**config.mk**
```make
export PLATFORM = sky130hd
export DESIGN_NAME = fbr_next_pc
export DESIGN_NICKNAME = d
export VERILOG_FILES = /design/src/rtl/fbr_pkg.sv /design/src/rtl/fbr_cond_eval.sv /design/src/rtl/fbr_target_calc.sv /design/src/rtl/fbr_flow_sel.sv /design/src/rtl/fbr_next_pc.sv
export SDC_FILE = /design/constraint.sdc
export NUM_CORES = 1
export LEC_CHECK = 0
export ABC_AREA = 1
export BUFFER_PORTS_ARGS = -buffer_cell sky130_fd_sc_hd__buf_2
export CELL_PAD_IN_SITES_DETAIL_PLACEMENT = 0
export CELL_PAD_IN_SITES_GLOBAL_PLACEMENT = 1
export CORE_MARGIN = 4
export CORE_UTILIZATION = 33
export DETAILED_ROUTE_END_ITERATION = 10
export GPL_TIMING_DRIVEN = 0
export PLACE_DENSITY = 0.79
export SYNTH_ARGS = -nofsm -noshare
export SYNTH_HDL_FRONTEND = slang
export SYNTH_SLANG_ARGS = --single-unit
export TNS_END_PERCENT = 10
```
**constraint.sdc**
```tcl
create_clock -name vclk -period 5.6
set_clock_uncertainty 0.15 [all_clocks]
set_input_delay 1.68 -clock vclk [all_inputs]
set_output_delay 1.68 -clock vclk [all_outputs]
set_load 0.01 [all_outputs]
```
**src/rtl/fbr_pkg.sv**
```systemverilog
`timescale 1ns/1ps
package fbr_pkg;

    // Comparison outcome held in the floating-point condition code.
    typedef enum logic [1:0] {
        FCC_EQ = 2'd0,
        FCC_LT = 2'd1,
        FCC_GT = 2'd2,
        FCC_UN = 2'd3
    } fcc_t;

    // Control-flow outcome of one branch.
    typedef enum logic [1:0] {
        FLOW_FALL_RUN,
        FLOW_FALL_SKIP,
        FLOW_JUMP_RUN,
        FLOW_JUMP_SKIP
    } flow_t;

    localparam int COND_W      = 4;
    localparam int COND_LSB    = 25;
    localparam int ANNUL_BIT   = 29;
    localparam int DISP_W      = 22;
    localparam logic [COND_W-1:0] COND_ALWAYS = 4'd8;

endpackage

```
**src/rtl/fbr_cond_eval.sv**
```systemverilog
`timescale 1ns/1ps
module fbr_cond_eval
    import fbr_pkg::*;
#(
    parameter int CW = COND_W
) (
    input  logic [CW-1:0] cond,
    input  logic [1:0]    fcc,
    output logic          hit
);

    // Lower-half subsets as a mask indexed by the code: {UN, GT, LT, EQ}.
    // The upper half of the condition space is the complement.
    function automatic logic [3:0] lower_set(input logic [CW-2:0] sel);
        logic [3:0] m;
        unique case (sel)
            3'd0: m = 4'b0000;
            3'd1: m = 4'b1110;
            3'd2: m = 4'b0110;
            3'd3: m = 4'b1010;
            3'd4: m = 4'b0010;
            3'd5: m = 4'b1100;
            3'd6: m = 4'b0100;
            default: m = 4'b1000;
        endcase
        return m;
    endfunction

    logic [3:0] subset;

    always_comb begin
        subset = lower_set(cond[CW-2:0]);
        hit    = cond[CW-1] ^ subset[fcc];
    end

endmodule

```
**src/rtl/fbr_target_calc.sv**
```systemverilog
`timescale 1ns/1ps
module fbr_target_calc #(
    parameter int ADDR_W = 32,
    parameter int DW     = 22,
    parameter int SHIFT  = 2
) (
    input  logic [ADDR_W-1:0] pc,
    input  logic [DW-1:0]     disp,
    output logic [ADDR_W-1:0] target
);

    localparam int EXT_W = ADDR_W - DW - SHIFT;

    logic [ADDR_W-1:0] offset;

    always_comb begin
        offset = {{EXT_W{disp[DW-1]}}, disp, {SHIFT{1'b0}}};
        target = pc + offset;
    end

endmodule

```
**src/rtl/fbr_flow_sel.sv**
```systemverilog
`timescale 1ns/1ps
module fbr_flow_sel
    import fbr_pkg::*;
(
    input  logic  hit,
    input  logic  annul,
    input  logic  is_always,
    output flow_t flow
);

    always_comb begin
        if (!hit)
            flow = annul ? FLOW_FALL_SKIP : FLOW_FALL_RUN;   // untaken
        else if (annul && is_always)
            flow = FLOW_JUMP_SKIP;                          // taken-always-annulled
        else
            flow = FLOW_JUMP_RUN;                           // taken-other
    end

endmodule

```
**src/rtl/fbr_next_pc.sv**
```systemverilog
`timescale 1ns/1ps
module fbr_next_pc
    import fbr_pkg::*;
#(
    parameter int ADDR_W     = 32,
    parameter int INSN_BYTES = 4
) (
    input  logic [31:0]       instr,
    input  logic [ADDR_W-1:0] pc,
    input  logic [1:0]        fcc,
    output logic              taken,
    output logic [ADDR_W-1:0] target,
    output logic [ADDR_W-1:0] next_pc,
    output logic [ADDR_W-1:0] next_npc,
    output logic              annul_slot
);

    localparam int SHIFT = $clog2(INSN_BYTES);
    localparam logic [ADDR_W-1:0] STEP1 = ADDR_W'(INSN_BYTES);
    localparam logic [ADDR_W-1:0] STEP2 = ADDR_W'(2 * INSN_BYTES);
    localparam logic [ADDR_W-1:0] STEP3 = ADDR_W'(3 * INSN_BYTES);

    logic [COND_W-1:0] cond_f;
    logic              annul_f;
    logic [DISP_W-1:0] disp_f;
    logic              hit;
    flow_t             flow;

    assign cond_f  = instr[COND_LSB +: COND_W];
    assign annul_f = instr[ANNUL_BIT];
    assign disp_f  = instr[DISP_W-1:0];

    fbr_cond_eval #(.CW(COND_W)) u_cond (
        .cond (cond_f),
        .fcc  (fcc),
        .hit  (hit)
    );

    fbr_target_calc #(.ADDR_W(ADDR_W), .DW(DISP_W), .SHIFT(SHIFT)) u_tgt (
        .pc     (pc),
        .disp   (disp_f),
        .target (target)
    );

    fbr_flow_sel u_flow (
        .hit       (hit),
        .annul     (annul_f),
        .is_always (cond_f == COND_ALWAYS),
        .flow      (flow)
    );

    assign taken = hit;

    always_comb begin
        unique case (flow)
            FLOW_FALL_RUN: begin
                next_pc    = pc + STEP1;
                next_npc   = pc + STEP2;
                annul_slot = 1'b0;
            end
            FLOW_FALL_SKIP: begin
                next_pc    = pc + STEP2;
                next_npc   = pc + STEP3;
                annul_slot = 1'b1;
            end
            FLOW_JUMP_SKIP: begin
                next_pc    = target;
                next_npc   = target + STEP1;
                annul_slot = 1'b1;
            end
            default: begin
                next_pc    = pc + STEP1;
                next_npc   = target;
                annul_slot = 1'b0;
            end
        endcase
    end

endmodule

```
==> results of run 1 <==
[metal layers]
metal  share of wire [%]  wire [um]
met3                 9.3       2909
met5                   0          0
met1                  45      14030
met2                  42      13220
met4                 4.0       1248
[path summary, 6_finish.rpt]
kind	startpoint	end	slack (ns)	cells past startpoint
min	pc[0]	target[0]	3.39	2
max	pc[2]	next_npc[20]	-0.74	18
[synth_stat cells, types with 6 or more instances]
cell       instances  area, um2
inv_2              9      33.78
nand2_1          401       1505
nor2_4             6      67.56
xnor2_1           10      87.58
o211ai_1          14      105.1
buf_2              6      30.03
ha_1              38      475.5
o21ai_0           33      165.2
nor2_2            12      75.07
o2111ai_1          7      61.31
nand4_1           23      143.9
nor2_1           154      578.1
a21oi_1           44      220.2
inv_1            198      743.2
clkbuf_1          18      67.56
buf_4              6      45.04
o221ai_1          15      131.4
nor3_1            26      130.1
nand2_2           17      106.4
xor2_1            57      499.2
nand3_1           74      370.4
[repair_timing]
item                       in CTS  in global routing
cloned                          0                  0
buffers inserted               18                 11
pin swaps                      22                 31
hold buffers                    0                  0
setup endpoints to repair      64                 66
gates resized for setup        97                 80
[metrics by stage]
step | power, mW | hold slack, ns | util, % | std cells
final | 1.012 | 3.394 | 44.49 | 1640
after global routing | 1.096 | 3.406 | 44.49 | 1640
after CTS | 0.9562 | 3.396 | 42.68 | 1630
after detailed placement | 0.9035 | 3.396 | 40.12 | 1612
after global placement | 0.9029 | 3.397 | 40.12 | 1612
after floorplan | 0.5598 | 3.302 | - | 1226
[critical path, cell delays in order]
cell and delay (ns):
buf_12 0.11, ha_4 0.16, fa_2 0.63, ha_4 0.16, inv_2 0.04, nor2_4 0.09, nand3_2 0.10, nor2_4 0.15
nand3_4 0.08, nor2_4 0.16, nand2_2 0.09, nor2_4 0.23, buf_4 0.16, nand3_2 0.08, o21ai_1 0.18, nand3_2 0.13
nand4_1 0.14, buf_2 0.15
[power by group through the flow]
stage	clock, mW	combinational (mW)	sequential [mW]
floorplan	0	0.560	0
global placement	0	0.903	0
detailed placement	0	0.904	0
CTS	0	0.956	0
global route	0	1.10	0
finish	0	1.01	0
[layout make-up]
type	count	area [um2]	share of cell area [%]
timing repair buffer	185	1032	12.78
multi-input combinational	985	5709	70.71
inverter	207	777.0	9.623
tap	229	286.5	3.549
buffer	34	269.0	3.332
[cell families after synthesis]
family	share of synthesized area [%]
and+or+nand+nor	52.25
buffers and inverters	15.65
AOI/OAI and AO/OA	14.11
xor gates and xnor gates	9.955
adders and majority gates	8.029
==> impl_metrics.yaml, run 1 <==
run_status:
  run_status: "finished, violations left"
  failed_checks: "setup timing"
power:
  intPower_uw: 338.9
  power.leakage_nw: 4.143
  power.share.switching_pct: 66.50
  vdd.ir_drop.worst_v: 0.00006434
  part_of_the_power_in_registers_pct: 0
  clock_power_share_pct: 0
  power_per_cell_area_nw_per_um2: 125.3
  p_comb_share_pct: 100.0
  p_sw_uw: 672.9
global_route:
  grt.total_usage_pct: 28.85
  busiest_metal_layer_after_global_routing: "met2"
  grt-ovfl-total: 0
  grt_start_max_net_pins: 11
  number_of_global_route_vias_before_repair: 8044
  grtUsageMet3_pct: 3.188
  wire_length_of_the_first_global_routing_pass_um: 46550
  grt_antenna_before_repair: 0
  gr-usage-met1_pct: 41.32
  grt_use_met2_pct: 44.68
cells_and_area:
  area_growth_pct: 30.84
  num-nets-final: 1518
  filler_cell_count: 2116
  antenna_fix_cells: 0
  final_cell_mix: "nand2_1 (372), inv_1 (192), buf_2 (155)"
  clock_buffer_count: 0
  final_layout_size_suffix_gt1_share_pct: 26.72
  final_common_cell: "nand2_1"
  reg_area_um2: 0
  design.seq.count: 0
  finalInstanceArea_um2: 8074
worst_setup_path:
  timing.critical_path.from_type: "input pin"
  critical_path_arrival_ns: 4.51
  worst-path-max-fanout: 5
  crit_path_end_kind: "primary output"
  cp.required_ns: 3.77
  worst-setup-path-type: "input pin to primary output"
routing:
  drt_pass1_iterations: 5
  detail_route.wirelength_um: 31410
  dr.first_iter.drc_count: 712
  avgRoutedWirePerCell_um: 19.15
  drcViolationCount: 0
  ant_nets: 0
  total_number_of_vias: 8757
  avgViaCountPerCell: 5.340
die:
  die_h_um: 144.7
  floorplan.initialDensity_pct: 34.00
  floorplan.core_area_um2: 18150
  die_x_um: 144.7
  row_count: 49
  fp.dieArea_um2: 20950
  num_io_pins: 164
yosys:
  mappedNetlistNets: 1331
  post_syn_area_um2: 6171
  postSynthAreaPerCell_um2: 5.033
  postSynthCellCount: 1226
  post_synth_num_cell_types: 45
  sequential_fraction_of_the_synthesis_area_pct: 0
  ys.warnings.count: 0
sta:
  fmax_ghz: 0.1576
  period_minus_slack_ns: 6.345
  min_period_over_period_pct: 113.3
  final-setup-viol-count: 33
  tightestPinTransition_ns: 0.7574
  rsz_0062_raised_after_global_routing: "yes"
  max_slew_margin_pct: 49.51
  timing.final.ws_setup_ns: -0.7447
  final_hold_viol_count: 0
  setup_total_negative_slack_ns: -13.11
  slew_viol_final: 0
placement:
  finalWeightedCongestion: 1.002
  detailed_place.area_um2: 7281
  port_buffers: 157
  place_hpwl_um: 25960
  preCtsSetupSlack_ns: -0.8952
worst_hold_path:
  kind_of_path_behind_the_tightest_hold_check: "input pin to primary output"
job:
  cap_violations: 0
Note: power is estimated with default switching activity, not from simulation.
==> run 2, diff against run 1 <==
Settings changed: PLACE_DENSITY 0.79 to 0.82.
==> impl_metrics.yaml, run 2 (synthesis results as in run 1) <==
sta:
  final-setup-viol-count: 47
  timing.final.ws_setup_ns: -0.6094
  final_hold_viol_count: 0
  fmax_ghz: 0.1610
  whs_ns: 3.395
  tightestPinTransition_ns: 0.8076
  period_minus_slack_ns: 6.209
  min_period_over_period_pct: 110.9
  rsz_0062_raised_after_global_routing: "yes"
  max_slew_margin_pct: 46.16
  slew_viol_final: 0
cells_and_area:
  clock_buffer_count: 0
  antenna_fix_cells: 0
  area_growth_pct: 30.56
  design.seq.count: 0
  num-nets-final: 1510
  final_layout_size_suffix_gt1_share_pct: 26.44
  reg_area_um2: 0
  final_common_cell: "nand2_1"
  final_cell_mix: "nand2_1 (374), inv_1 (189), buf_2 (156)"
  finalCoreUtilization_pct: 44.39
  finalInstanceArea_um2: 8056
die:
  row_count: 49
  die_h_um: 144.7
  fp.dieArea_um2: 20950
  num_io_pins: 164
  floorplan.core_area_um2: 18150
  floorplan.initialDensity_pct: 34.00
  die_x_um: 144.7
global_route:
  wire_length_of_the_first_global_routing_pass_um: 45230
  grt.total_usage_pct: 28.14
  grt_antenna_before_repair: 1
  grt-ovfl-total: 0
  number_of_global_route_vias_before_repair: 7903
  grt_start_max_net_pins: 11
power:
  power_per_cell_area_nw_per_um2: 126.7
  power.leakage_nw: 4.112
  vdd.ir_drop.worst_v: 0.00007253
worst_hold_path:
  hold-path-cell-count: 2
  kind_of_path_behind_the_tightest_hold_check: "input pin to primary output"
  hold_path_startpoint: "pc[0]"
worst_setup_path:
  critical_path_cell_sequence: "buf_12, ha_4, fa_2, ha_4, inv_4, nor2_4, nand3_4, nor2_4, nand3_4, nor2_4, nand2_2, nor2_4, buf_6, nand2_4, nor2_4, nand2_2, nand2_1, nand3_1, nor2_1, nor2_2, buf_2"
  worst_path_largest_cell_delay_ns: 0.59
  crit_path_top_delay_cell: "fa_2"
  crit_path_end_kind: "primary output"
  critical_path_arrival_ns: 4.38
  crit_path_frequent_cell: "nor2_4"
  worst-path-max-fanout: 4
  worst_setup_path_startpoint: "pc[2]"
  worst-setup-path-type: "input pin to primary output"
  timing.critical_path.from_type: "input pin"
  cp.required_ns: 3.77
placement:
  detailed_place.area_um2: 7281
  port_buffers: 157
  preCtsSetupSlack_ns: -0.8955
  finalWeightedCongestion: 1.041
  place_hpwl_um: 25480
run_status:
  failed_checks: "setup timing"
  run_status: "finished, violations left"
routing:
  avgViaCountPerCell: 5.326
  total_number_of_vias: 8692
  drt_pass1_iterations: 5
  ant_nets: 0
  detail_route.wirelength_um: 30890
  dr.first_iter.drc_count: 900
  avgRoutedWirePerCell_um: 18.93
  drcViolationCount: 0
job:
  cap_violations: 0
run 2: changes by cell type in the layout (fill, tap and decap cells not counted), sizes merged:
cell,delta
buf,-10
clkbuf,+2
run 2: per-layer routing:
layer | part of all wire [%] | track usage (%) | vias up
li1 | - | - | 4260
met5 | 0.042 | 0 | -
met3 | 10 | 4.075 | 67
met1 | 44 | 39.94 | 3885
met4 | 3.5 | 8.346 | 2
met2 | 42 | 44.05 | 478
run 2: layout make-up:
type                            instances  area, um2
Buffer                                 34      239.0
Fill cell                            2089      10090
Inverter                              207      779.5
Multi-Input combinational cell        985       5776
Tap cell                              229      286.5
Timing Repair Buffer                  177      975.9
run 2: final timing paths:
| check | endpoint |
|---|---|
| setup / recovery | next_npc[26] |
| hold / removal | next_pc[0] |
run 2: power by group:
group	switching [mW]	leakage, nW	internal (mW)	total (mW)
combinational	0.680	4.11	0.341	1.02
sequential	0	0	0	0
clock	0	0	0	0
run 2: repair_timing:
item | in CTS | in global routing
pin swaps | 20 | 29
endpoints found under the setup margin | 64 | 68
hold endpoints to repair | 0 | 0
setup buffers | 14 | 6
hold buffers | 0 | 0
resized for setup | 67 | 124
run 2: worst max-delay path, delay by kind of cell:
family | cells | cell delay, ns
and+or+nand+nor | 14 | 1.41
buffers and inverters | 4 | 0.39
adders and majority gates | 3 | 0.90
run 2: stage by stage:
| step | power [mW] | setup TNS (ns) | std cells |
|---|---|---|---|
| after floorplan | 0.5598 | -1.454 | 1226 |
| after global placement | 0.9019 | -30.61 | 1612 |
| after detailed placement | 0.9040 | -31.54 | 1612 |
| after CTS | 0.9412 | -19.50 | 1626 |
| after global routing | 1.112 | -20.58 | 1632 |
| final | 1.021 | -13.11 | 1632 |
==> run 3, diff against run 2 <==
Settings changed: CORE_ASPECT_RATIO from default to 1.5.
==> impl_metrics.yaml, run 3 (synthesis results as in run 1) <==
run_status:
  run_status: "finished, violations left"
  failed_checks: "setup timing"
routing:
  total_number_of_vias: 8772
  drt_pass1_iterations: 5
  ant_nets: 0
  drcViolationCount: 0
  avgRoutedWirePerCell_um: 18.79
  dr.first_iter.drc_count: 622
  detail_route.wirelength_um: 31310
  avgViaCountPerCell: 5.265
cells_and_area:
  clock_buffer_count: 0
  design.seq.count: 0
  antenna_fix_cells: 0
  final_cell_mix: "nand2_1 (375), inv_1 (191), buf_2 (158)"
  filler_cell_count: 2167
  final_common_cell: "nand2_1"
  reg_area_um2: 0
  area_growth_pct: 31.12
  num-nets-final: 1521
  final_layout_size_suffix_gt1_share_pct: 26.45
worst_setup_path:
  worst-path-max-fanout: 6
  worst_path_largest_cell_delay_ns: 0.59
  cp.required_ns: 3.77
  critical_path_arrival_ns: 4.39
  cp_num_cells: 20
  critical_path_cell_sequence: "buf_12, ha_4, fa_2, ha_4, inv_4, nor2_4, nand3_2, nor2_4, nand3_4, nor2_4, nand2_2, nor2_4, nand2_2, nor2_1, nand2_1, nand2_1, nand3_2, nor2_2, nor2_2, buf_2"
  worst-setup-path-type: "input pin to primary output"
  crit_path_top_delay_cell: "fa_2"
  critical_path.top_delay_family: "simple AND/OR/NAND/NOR gates"
  crit_path_end_kind: "primary output"
  critical_path.endpoint: "next_npc[26]"
  crit_path_frequent_cell: "nor2_4"
  timing.critical_path.from_type: "input pin"
  critPathBufInv: 3
  worst_setup_path_startpoint: "pc[2]"
die:
  die_x_um: 119.7
  row_count: 61
  fp.dieArea_um2: 21000
  num_io_pins: 164
  floorplan.core_area_um2: 18470
  floorplan.initialDensity_pct: 33.41
  die_h_um: 175.5
sta:
  setup_total_negative_slack_ns: -12.99
  min_period_over_period_pct: 111.0
  max_slew_margin_pct: 47.16
  final-setup-viol-count: 40
  period_minus_slack_ns: 6.218
  final_hold_viol_count: 0
  slew_viol_final: 0
  whs_ns: 3.396
  timing.final.ws_setup_ns: -0.6175
  tightestPinTransition_ns: 0.7926
  rsz_0062_raised_after_global_routing: "yes"
  fmax_ghz: 0.1608
clock_network:
  cts_hold_buffers: 0
job:
  cap_violations: 0
power:
  totalPowerFinal_mw: 1.010
  vdd.ir_drop.worst_v: 0.00005293
  power_per_cell_area_nw_per_um2: 124.9
  power.leakage_nw: 4.186
placement:
  finalWeightedCongestion: 1.079
  preCtsSetupSlack_ns: -0.9092
  port_buffers: 157
  place_hpwl_um: 25760
global_route:
  grt_antenna_before_repair: 0
  grt_start_max_net_pins: 11
  grt.total_usage_pct: 28.36
  grt-ovfl-total: 0
  number_of_global_route_vias_before_repair: 8374
  wire_length_of_the_first_global_routing_pass_um: 46110
worst_hold_path:
  kind_of_path_behind_the_tightest_hold_check: "input pin to primary output"
==> run 3: cell types whose count changed in the layout (fill, tap and decap cells not counted), moves of 5 or more <==
cell / change
nor2_4: -6
nor2_1: -5
o221ai_2: -5
nor2_2: +11
ha_1: +6
o221ai_1: +5
buf_4: +7
==> run 3: metal layers <==
layer  vias up  track usage [%]  share of wire (%)
met1      4014            31.56                 37
li1       4278                -                  -
met3       107            1.901                6.1
met2       373            53.02                 50
met5         -                0                  0
met4         0            15.48                6.6
==> run 3: area by class of cell <==
| type | count | area (um2) | area share, % |
|---|---|---|---|
| well taps | 252 | 315.3 | 3.897 |
| plain buffers | 34 | 250.2 | 3.093 |
| repair buffers | 188 | 1079 | 13.33 |
| multi-input cells | 985 | 5668 | 70.05 |
| inverters | 207 | 779.5 | 9.634 |
==> run 3: power by group <==
part | switching (mW) | leakage [nW] | internal, mW
logic | 0.667 | 4.19 | 0.344
clock network | 0 | 0 | 0
registers | 0 | 0 | 0
==> run 3: per-stage QoR <==
| step | instance area [um2] | cells | util (%) |
|---|---|---|---|
| floorplan | 6208 | 1226 | - |
| global placement | 7310 | 1635 | 39.57 |
| detailed placement | 7310 | 1635 | 39.57 |
| CTS | 7637 | 1659 | 41.35 |
| global route | 8092 | 1666 | 43.81 |
| finish | 8092 | 1666 | 43.81 |
==> run 3: what timing repair did <==
| item | in CTS | in global routing |
|---|---|---|
| gates resized for setup | 50 | 133 |
| setup endpoints to repair | 64 | 67 |
| pin swaps | 19 | 23 |
| setup buffers | 24 | 7 |
==> run 3: worst min path at each step <==
stage                        to  cells after the start  startpoint
floorplan           next_npc[0]                      1       pc[0]
global placement    next_npc[0]                      2       pc[0]
detailed placement  next_npc[1]                      2       pc[1]
CTS                 next_npc[0]                      2       pc[0]
global route        next_npc[0]                      2       pc[0]
finish              next_npc[1]                      2       pc[1]
